<file path="config.mk">
export PLATFORM = sky130hd
export DESIGN_NAME = rsqrt_approx
export DESIGN_NICKNAME = d
export VERILOG_FILES = /design/src/rtl/rsq_pkg.sv /design/src/rtl/rsq_decode.sv /design/src/rtl/rsq_newton.sv /design/src/rtl/rsq_pack.sv /design/src/rtl/rsqrt_approx.sv
export SDC_FILE = /design/constraint.sdc
export NUM_CORES = 2
export LEC_CHECK = 0
export ABC_AREA = 1
export ABC_CLOCK_PERIOD_IN_PS = 24600
export CORE_ASPECT_RATIO = 1.1
export CORE_MARGIN = 10
export CORE_UTILIZATION = 55
export DETAILED_ROUTE_END_ITERATION = 8
export GPL_ROUTABILITY_DRIVEN = 1
export PLACE_DENSITY = 0.75
export SKIP_CTS_REPAIR_TIMING = 1
export SLEW_MARGIN = 20
export SYNTH_ARGS = -nofsm -noshare
export SYNTH_HDL_FRONTEND = slang
export SYNTH_SLANG_ARGS = --single-unit
</file>
<file path="constraint.sdc">
create_clock -name clk -period 24.6 [get_ports clk]
set_input_delay 6.15 -clock clk [delete_from_list [all_inputs] [get_ports clk]]
set_output_delay 6.15 -clock clk [all_outputs]
set_load 0.02 [all_outputs]
</file>
<file path="src/rtl/rsq_pkg.sv">
package rsq_pkg;

    typedef longint unsigned u64_t;

    localparam logic [31:0] QNAN_DEFAULT = 32'hFFC0_0000;
    localparam logic [31:0] QUIET_BIT    = 32'h0040_0000;

    // Seed for table slot idx: floor(2^frac / sqrt(Mmid)), where Mmid is the
    // midpoint of the slot, scaled by 2 when the parity bit (above idx_bits) is set.
    function automatic u64_t seed_value(input int idx, input int idx_bits, input int frac);
        u64_t q;
        u64_t rhs;
        u64_t y;
        u64_t cand;
        int   parity;
        int   slot;
        parity = idx >> idx_bits;
        slot   = idx & ((1 << idx_bits) - 1);
        q      = u64_t'((1 << (idx_bits + 1)) + 2 * slot + 1) << parity;
        rhs    = u64_t'(1) << (2 * frac + idx_bits + 1);
        y      = 0;
        for (int b = frac; b >= 0; b--) begin
            cand = y | (u64_t'(1) << b);
            if (cand * cand * q <= rhs) y = cand;
        end
        return y;
    endfunction

endpackage

</file>
<file path="src/rtl/rsq_decode.sv">
module rsq_decode #(
    parameter int IDX_BITS = 7
) (
    input  logic [31:0]         op,
    input  logic                daz,
    output logic                special,
    output logic [31:0]         spec_val,
    output logic                exact,
    output logic [24:0]         mant,
    output logic [IDX_BITS:0]   idx,
    output logic signed [9:0]   half
);
    logic                sgn;
    logic [7:0]          ex;
    logic [22:0]         fr;
    logic [4:0]          msb;
    logic [23:0]         m24;
    logic signed [9:0]   e;
    logic signed [9:0]   e_even;
    logic                odd;
    logic                is_nan;
    logic                is_zero;

    always_comb begin
        sgn = op[31];
        ex  = op[30:23];
        fr  = op[22:0];

        msb = 5'd0;
        for (int b = 0; b < 23; b++) begin
            if (fr[b]) msb = 5'(b);
        end

        if (ex != 8'd0) begin
            m24 = {1'b1, fr};
            e   = $signed({2'b00, ex}) - 10'sd127;
        end else begin
            m24 = 24'(fr) << (5'd23 - msb);
            e   = $signed({5'b00000, msb}) - 10'sd149;
        end

        odd    = e[0];
        e_even = e - $signed({9'd0, odd});
        half   = e_even >>> 1;
        mant   = odd ? {m24, 1'b0} : {1'b0, m24};
        idx    = {odd, m24[22 -: IDX_BITS]};
        exact  = !odd && (m24[22:0] == 23'd0);

        is_nan  = (ex == 8'hFF) && (fr != 23'd0);
        is_zero = (ex == 8'd0) && ((fr == 23'd0) || daz);

        special  = 1'b1;
        spec_val = 32'd0;
        if (is_nan) begin
            spec_val = op | rsq_pkg::QUIET_BIT;
        end else if (is_zero) begin
            spec_val = {sgn, 8'hFF, 23'd0};
        end else if (sgn) begin
            spec_val = rsq_pkg::QNAN_DEFAULT;
        end else if (ex == 8'hFF) begin
            spec_val = 32'd0;
        end else begin
            special = 1'b0;
        end
    end

endmodule

</file>
<file path="src/rtl/rsq_newton.sv">
module rsq_newton #(
    parameter int IDX_BITS  = 7,
    parameter int SEED_FRAC = 12,
    parameter int CORR_FRAC = 28
) (
    input  logic [IDX_BITS:0]    idx,
    input  logic [24:0]          mant,
    output logic [SEED_FRAC:0]   y0,
    output logic [CORR_FRAC+1:0] corr
);
    localparam int Y_W      = SEED_FRAC + 1;
    localparam int T_W      = CORR_FRAC + 2;
    localparam int ENTRIES  = 2 ** (IDX_BITS + 1);
    localparam int PROD_W   = 25 + 2 * Y_W;
    localparam int PROD_SHR = 23 + 2 * SEED_FRAC - CORR_FRAC;
    localparam logic [T_W-1:0] THREE = T_W'(3) << CORR_FRAC;

    logic [Y_W-1:0]    seed_rom [ENTRIES];
    logic [2*Y_W-1:0]  ysq;
    logic [PROD_W-1:0] prod;
    logic [T_W-1:0]    prod_t;

    for (genvar g = 0; g < ENTRIES; g++) begin : g_seed
        localparam logic [Y_W-1:0] SEED_G = Y_W'(rsq_pkg::seed_value(g, IDX_BITS, SEED_FRAC));
        assign seed_rom[g] = SEED_G;
    end

    always_comb begin
        y0     = seed_rom[idx];
        ysq    = (2 * Y_W)'(y0) * (2 * Y_W)'(y0);
        prod   = PROD_W'(mant) * PROD_W'(ysq);
        prod_t = T_W'(prod >> PROD_SHR);
        corr   = THREE - prod_t;
    end

endmodule

</file>
<file path="src/rtl/rsq_pack.sv">
module rsq_pack #(
    parameter int SEED_FRAC = 12,
    parameter int CORR_FRAC = 28
) (
    input  logic [SEED_FRAC:0]   y0,
    input  logic [CORR_FRAC+1:0] corr,
    input  logic signed [9:0]    half,
    input  logic                 exact,
    input  logic                 special,
    input  logic [31:0]          spec_val,
    output logic [31:0]          result
);
    localparam int Y_W    = SEED_FRAC + 1;
    localparam int T_W    = CORR_FRAC + 2;
    localparam int P_W    = Y_W + T_W;
    localparam int Y1_SHR = SEED_FRAC + CORR_FRAC + 1 - 24;

    logic [P_W-1:0] y1_full;
    logic [24:0]    y1f;
    logic [22:0]    frac;
    logic [1:0]     adj;
    logic [7:0]     expo;

    always_comb begin
        y1_full = P_W'(y0) * P_W'(corr);
        y1f     = 25'(y1_full >> Y1_SHR);

        if (exact) begin
            frac = 23'd0;
            adj  = 2'd0;
        end else if (y1f[24]) begin
            frac = y1f[23:1];
            adj  = 2'd0;
        end else if (y1f[23]) begin
            frac = y1f[22:0];
            adj  = 2'd1;
        end else begin
            frac = {y1f[21:0], 1'b0};
            adj  = 2'd2;
        end

        expo   = 8'(10'sd127 - half - $signed({8'd0, adj}));
        result = special ? spec_val : {1'b0, expo, frac};
    end

endmodule

</file>
<file path="src/rtl/rsqrt_approx.sv">
module rsqrt_approx #(
    parameter int IDX_BITS  = 7,
    parameter int SEED_FRAC = 12,
    parameter int CORR_FRAC = 28
) (
    input  logic        clk,
    input  logic        rst,
    input  logic        in_valid,
    output logic        in_ready,
    input  logic [31:0] in_data,
    input  logic        in_daz,
    output logic        out_valid,
    output logic [31:0] out_data
);
    localparam int Y_W = SEED_FRAC + 1;
    localparam int T_W = CORR_FRAC + 2;
    localparam int M_W = 25;

    typedef struct packed {
        logic                v1;
        logic                s1_special;
        logic [31:0]         s1_spec;
        logic                s1_exact;
        logic [M_W-1:0]      s1_mant;
        logic [IDX_BITS:0]   s1_idx;
        logic [9:0]          s1_half;
        logic                v2;
        logic                s2_special;
        logic [31:0]         s2_spec;
        logic                s2_exact;
        logic [9:0]          s2_half;
        logic [Y_W-1:0]      s2_y0;
        logic [T_W-1:0]      s2_corr;
        logic                v3;
        logic [31:0]         s3_res;
    } pipe_t;

    pipe_t pipe_d;
    pipe_t pipe_q;

    logic                dec_special;
    logic [31:0]         dec_spec;
    logic                dec_exact;
    logic [M_W-1:0]      dec_mant;
    logic [IDX_BITS:0]   dec_idx;
    logic signed [9:0]   dec_half;
    logic [Y_W-1:0]      nr_y0;
    logic [T_W-1:0]      nr_corr;
    logic [31:0]         pk_res;

    rsq_decode #(.IDX_BITS(IDX_BITS)) u_decode (
        .op       (in_data),
        .daz      (in_daz),
        .special  (dec_special),
        .spec_val (dec_spec),
        .exact    (dec_exact),
        .mant     (dec_mant),
        .idx      (dec_idx),
        .half     (dec_half)
    );

    rsq_newton #(.IDX_BITS(IDX_BITS), .SEED_FRAC(SEED_FRAC), .CORR_FRAC(CORR_FRAC)) u_newton (
        .idx  (pipe_q.s1_idx),
        .mant (pipe_q.s1_mant),
        .y0   (nr_y0),
        .corr (nr_corr)
    );

    rsq_pack #(.SEED_FRAC(SEED_FRAC), .CORR_FRAC(CORR_FRAC)) u_pack (
        .y0       (pipe_q.s2_y0),
        .corr     (pipe_q.s2_corr),
        .half     ($signed(pipe_q.s2_half)),
        .exact    (pipe_q.s2_exact),
        .special  (pipe_q.s2_special),
        .spec_val (pipe_q.s2_spec),
        .result   (pk_res)
    );

    assign in_ready = 1'b1;

    always_comb begin
        pipe_d = pipe_q;
        // stage 1: decode and normalise
        pipe_d.v1         = in_valid && in_ready;
        pipe_d.s1_special = dec_special;
        pipe_d.s1_spec    = dec_spec;
        pipe_d.s1_exact   = dec_exact;
        pipe_d.s1_mant    = dec_mant;
        pipe_d.s1_idx     = dec_idx;
        pipe_d.s1_half    = dec_half;
        // stage 2: seed lookup and correction factor
        pipe_d.v2         = pipe_q.v1;
        pipe_d.s2_special = pipe_q.s1_special;
        pipe_d.s2_spec    = pipe_q.s1_spec;
        pipe_d.s2_exact   = pipe_q.s1_exact;
        pipe_d.s2_half    = pipe_q.s1_half;
        pipe_d.s2_y0      = nr_y0;
        pipe_d.s2_corr    = nr_corr;
        // stage 3: refine, normalise, pack
        pipe_d.v3         = pipe_q.v2;
        pipe_d.s3_res     = pk_res;
    end

    always_ff @(posedge clk) begin
        if (rst) begin
            pipe_q.v1 <= 1'b0;
            pipe_q.v2 <= 1'b0;
            pipe_q.v3 <= 1'b0;
        end else begin
            pipe_q <= pipe_d;
        end
    end

    assign out_valid = pipe_q.v3;
    assign out_data  = pipe_q.s3_res;

endmodule

</file>
## Word-level counts from Yosys, hierarchy flattened

Memories as Yosys holds them, arrays and structs flattened.
Index checks and enable logic that the tools add are counted.

| operators by class | value |
|---|---|
| $add $sub $neg | 7 |
| multiply operators | 3 |
| magnitude comparators | 1 |
| equality and inequality tests | 1 |
| shifts and indexed selects | 1 |
| muxes and demuxes | 38 |
| bitwise logic cells | 1 |
| reduce and logical (&&, ||, !) cells | 11 |

Operators with widths:

| operator | count |
|---|---|
| 5-bit two-way mux | 21 |
| 32-bit two-way mux | 3 |
| 23-bit two-way mux | 3 |
| 25-bit by 26-bit multiplier with 49-bit output | 1 |
| 24-bit two-way mux | 2 |
| 23-bit logical NOT | 2 |
| 13-bit by 30-bit multiplier with 42-bit output | 1 |
| 31-bit two-way mux | 1 |
| 30-bit subtractor, first input constant | 1 |
| 13-bit by 13-bit multiplier with 26-bit output | 1 |
| 13-bit two-way mux | 2 |
| 23-bit by 5-bit left shift with 24-bit output | 1 |
| 23-bit nonzero test | 1 |
| 9-bit >= comparator, second input constant | 1 |
| 9-bit two-way mux | 1 |
| 8-bit inverter with 9-bit output | 1 |
| 5-bit by 8-bit subtractor with 9-bit output, second input constant | 1 |
| 8-bit by 7-bit subtractor with 9-bit output, second input constant | 1 |
| 9-bit by 2-bit subtractor with 9-bit output | 1 |
| 8-bit == test, second input constant | 1 |
| 8-bit logical NOT | 1 |
| 8-bit nonzero test | 1 |
| 8-bit by 3-bit subtractor with 8-bit output | 1 |
| 8-bit subtractor, first input constant | 1 |
| 7 further kinds | 12 |

| storage, ports and cells | value |
|---|---|
| flip-flop bits (word level) | 195 |
| bits in read-only memories | 3328 |
| input bits | 36 |
| output and inout port bits | 34 |
| logic and storage cells | 84 |
| memories kept | 1 |

Memories:

| name | words | bits a word | rd ports | clocked after Yosys merged registers in | write ports | line | RTL |
|---|---|---|---|---|---|---|---|
| (name not given) | 256 | 13 | 1 | 0 | 0 | rsq_newton.sv:29 | `y0 = seed_rom[idx];` |

## Longest topological paths before layout

| logic depth | value |
|---|---|
| word-level depth | 27 |
| depth in mapped cells | 79 |
| mapped depth without buffers | 76 |

## By module

Synthesis repeated with hierarchy kept, for this count alone.

| unflattened totals | value |
|---|---|
| cell total of the unflattened synthesis | 6878 |
| area, all modules | 51743.4 µm² |

Modules (own cells, without submodules):

| module | times used | cells each | area each (µm²) | sequential area each (µm²) |
|---|---|---|---|---|
| rsq_newton | 1 | 3967 | 28642.5 | 0.0 |
| rsq_pack | 1 | 2097 | 14183.6 | 0.0 |
| rsqrt_approx | 1 | 240 | 6223.5 | 5945.7 |
| rsq_decode | 1 | 574 | 2693.8 | 0.0 |

## Worst setup path before layout

OpenSTA, ideal clock, no wires.

| timing | value |
|---|---|
| path type | register to register |
| start | register pipe_q[132] (netlist bit) |
| end | register pipe_q[60] (netlist bit) (data pin) |
| setup time | 256 ps |
| data arrival time | 13278 ps |
| required time | 24344 ps |
| slack | 11066 ps |
| stages on the path, launching flop included | 69 |
| buffers on the path | 3 |
| clock period less this slack | 13534 ps |
| path through | edfxtp_1 clkbuf_1 inv_1 ha_1 clkbuf_1 nand2_1 inv_1 nor2_1 o21a_1 o311ai_0 o211ai_1 nand2_1 nand2_1 fa_1 inv_1 fa_1 inv_1 fa_1 [33 not listed] inv_1 ha_1 nand2_1 nor2_1 inv_1 nor2_1 and3_1 a21oi_1 o21ai_0 nand2_1 nand2_1 xor2_1 nor2_1 nand3_1 nor3_4 nand4_2 o21ai_1 nand2_1 |

| on the way | value |
|---|---|
| cells in the longest elaborated chain, start to end | 7 |

RTL lines:

| element | line | RTL |
|---|---|---|
| from (decl) | rsqrt_approx.sv:39 | `pipe_t pipe_q;` |
| from (signal assigned) | rsqrt_approx.sv:110 | `pipe_q <= pipe_d;` |
| 8-bit inverter with 9-bit output (not written as such) | rsq_newton.sv:29 |  |
| memory 256 x 13 bit | n/a |  |
| 13-bit two-way mux (not written as such) (2 in series) | rsq_newton.sv:29 |  |
| net nr_y0[3] | rsqrt_approx.sv:47 | `logic [Y_W-1:0] nr_y0;` |
| 13-bit by 13-bit multiplier with 26-bit output | rsq_newton.sv:30 | `ysq = (2 * Y_W)'(y0) * (2 * Y_W)'(y0);` |
| 25-bit by 26-bit multiplier with 49-bit output | rsq_newton.sv:31 | `prod = PROD_W'(mant) * PROD_W'(ysq);` |
| 30-bit subtractor | rsq_newton.sv:33 | `corr = THREE - prod_t;` |
| net nr_corr[27] | rsqrt_approx.sv:48 | `logic [T_W-1:0] nr_corr;` |

The timed path passes the listed nets, and every way through them passes these cells. The select of a mux whose other input is x is not followed.
A chain may end at the register's enable or synchronous reset.

## Worst setup path after layout

| timing | value |
|---|---|
| start | register pipe_q[132] (netlist bit) |
| end | register pipe_q[57] (netlist bit) (data pin) |

Same word-level chain as after synthesis.

==> reports/metrics.yaml <==
worst_hold_path:
  hold_path_end: "pipe_d[32]"
  min_path_type: "reg -> reg"
  worstHoldStart: "pipe_d[120]"
  worstHoldPathCells: 2
grt:
  grt_pass1_wl_um: 217100
  track_usage_pct: 27.92
  overflow: 0
  antenna_found_initial: 4
  grt_pass1_vias: 40859
  grt_max_degree: 124
run:
  cap_violations: 0
setup_path:
  slowest_delay_ps: 750
  critPathCaptureType: "flop"
  rrSetupSlack_ps: 8240
  reg2reg_depth: 57
  cp.arrival_ps: 16580
  r2r_start: "pipe_q[132]"
  crit_required_ps: 24820
  critical_path_class: "reg -> reg"
  path_common_cell: "fa_1"
  reg2reg_to: "pipe_q[57]"
  path_delay_family: "adder cells"
  crit_path_max_fanout: 16
  crit_path_start_kind: "flop"
  crit_start: "pipe_q[132]"
  cp.buffers_inverters: 12
  cp_slowest_cell: "o311ai_0"
clock_tree:
  htreeDepth: 4
  cts_buffers: 17
  path_clk_slew_ps: 90
  clock-root-buffer: "clkbuf_16"
  cts_tree: "yes"
  clk_latency_ps: 470
  clockBufferDepth: 2
  clock_sinks: 193
timing:
  slew_headroom_pct: 35.03
  worst_pin_slew_ps: 972.2
  min_period_ps: 16360
  hold_viol: 0
  finalClockSkew_ps: 21.69
  fmax_mhz: 61.14
  setup_viol: 0
  rsz0062_at_grt: "false"
  period_share_pct: 66.48
  slew_viol_final: 0
  tns_ps: 0
finish:
  layout_common_cells: "inv_1 (1450), nand2_1 (1262), fa_1 (887), nor2_1 (581), ha_1 (378)"
  area_delta_synth_final_pct: 4.259
  fin_nets: 7094
  fillerInstances: 7672
  final_util_pct: 58.01
  layout.cells.non_filler: 6950
  drive_gt1_share_pct: 3.014
  final_common_cell: "inv_1"
logic_synthesis:
  synth-seq-cells: 193
  ys_seq_area_share_pct: 12.18
  ys.flop_type: "edfxtp_1"
  ys_types: 70
  netlist_instances: 5906
  avgSynthCellArea_sq_um: 8.014
  yosys_warnings: 0
  syn_area_sq_um: 47330
  synth_edf_count: 190
  synth_nets: 7207
  ys_async_sr_fraction_pct: 0
placement:
  numPlacedInstances: 6914
  portBuffers: 68
  hpwl_um: 108300
  gp_congestion: 1.008
detailed_routing:
  drt_iter0_markers: 3334
  vias: 38977
  drt_pass1_iterations: 6
  postRouteWirelength_um: 135500
  drcViolationCount: 0
  via_per_inst: 5.608
  wl_per_cell_um: 19.50
  ant_nets: 0
floorplanning:
  core_area_sq_um: 85060
  fp.dieW_um: 299.7
  die-area_sq_um: 98200
  initial_core_util_pct: 55.64
  rows: 112
  ios: 70
  die_h_um: 327.7
run_status:
  outcome: "finished clean"
-- layout make-up --
| type | count | area [sq um] | area share, % |
|---|---|---|---|
| repair buffers | 126 | 1116 | 2.262 |
| diodes | 4 | 10.01 | 0.02028 |
| well taps | 1140 | 1426 | 2.891 |
| flip-flops and latches | 193 | 5766 | 11.68 |
| inverters | 1489 | 5598 | 11.34 |
| clock buffers | 17 | 425.4 | 0.8621 |
| clock inverters | 15 | 187.7 | 0.3803 |
| multi-input cells | 3966 | 34820 | 70.56 |
-- registers in the layout, indices dropped and copies added (netlist names) --
signal / count
pipe_q: 116
out_valid: 1
pipe_d: 44
out_data: 32
-- synth_stat cells, types with 4 or more instances --
| master | instances | area, sq um |
|---|---|---|
| nand2_2 | 8 | 50.05 |
| xor2_1 | 51 | 446.7 |
| nor3_1 | 26 | 130.1 |
| o21ai_2 | 7 | 61.31 |
| xnor2_1 | 46 | 402.9 |
| nand3_2 | 4 | 40.04 |
| o31ai_1 | 8 | 60.06 |
| o22ai_1 | 7 | 43.79 |
| o311ai_0 | 6 | 52.55 |
| o21ai_1 | 14 | 70.07 |
| nand3_1 | 156 | 780.8 |
| a211oi_1 | 6 | 45.04 |
| clkbuf_1 | 187 | 701.9 |
| a22oi_1 | 4 | 30.03 |
| nand2_1 | 1263 | 4741 |
| nand4_1 | 44 | 275.3 |
| a21o_1 | 4 | 30.03 |
| nor2_2 | 6 | 37.54 |
| nor2_1 | 581 | 2181 |
| o21ai_0 | 126 | 630.6 |
| o21a_1 | 15 | 112.6 |
| nor4_1 | 4 | 25.02 |
| o2111ai_1 | 6 | 52.55 |
| ha_1 | 378 | 4730 |
| fa_1 | 887 | 17760 |
| a31oi_1 | 34 | 212.7 |
| buf_1 | 9 | 33.78 |
| clkinv_1 | 20 | 75.07 |
| or2_2 | 16 | 100.1 |
| o221ai_1 | 14 | 122.6 |
| a21oi_1 | 169 | 845.8 |
| o211ai_1 | 21 | 157.7 |
| o21bai_1 | 7 | 52.55 |
| edfxtp_1 | 190 | 5705 |
| buf_4 | 38 | 285.3 |
| inv_1 | 1451 | 5446 |
| inv_2 | 17 | 63.81 |
| a21oi_2 | 5 | 43.79 |
| buf_2 | 21 | 105.1 |
-- how the worst max path moves through the flow --
stage                 endpoint  slack [ps]  cells past startpoint
finish              pipe_q[57]        8240                     57
global route        pipe_q[60]        7320                     56
CTS                 pipe_q[60]        8560                     56
detailed placement  pipe_q[60]        8620                     56
global placement    pipe_q[57]        8830                     59
floorplan           pipe_q[60]       11070                     68
-- logic make-up after synthesis --
family | count (synthesis) | synth area share, %
adders and majority gates | 1265 | 47.51
DFF | 193 | 12.18
xor gates and xnor gates | 100 | 1.898
AOI/OAI and AO/OA | 477 | 6.122
other | 1 | 0.007923
and+or+nand+nor | 2123 | 18.02
buffers and inverters | 1747 | 14.26
-- layer usage --
layer / wire length (um) / global-route usage (%)
met5: 0 / 0
met4: 7916 / 14.53
met3: 12700 / 5.309
met2: 64540 / 46.80
met1: 50340 / 34.03
-- worst min-delay path: cells and delay by family, from the launching register on --
family,cells,cell delay (ps)
AND/OR/NAND/NOR,1,40
buffers and inverters,1,40
flip-flops,1,300
-- metrics by stage --
step / worst slack [ps] / area (sq um) / hold WS, ps
floorplan: 11070 / 47330 / 388.3
global placement: 8832 / 48720 / 390.0
detailed placement: 8625 / 48720 / 404.5
CTS: 8564 / 49330 / 406.9
global route: 7320 / 49350 / 409.8
finish: 8245 / 49350 / 399.6
Power is not shown: default switching activity piles up to over one toggle a cycle in this logic, so the estimate is an artifact.
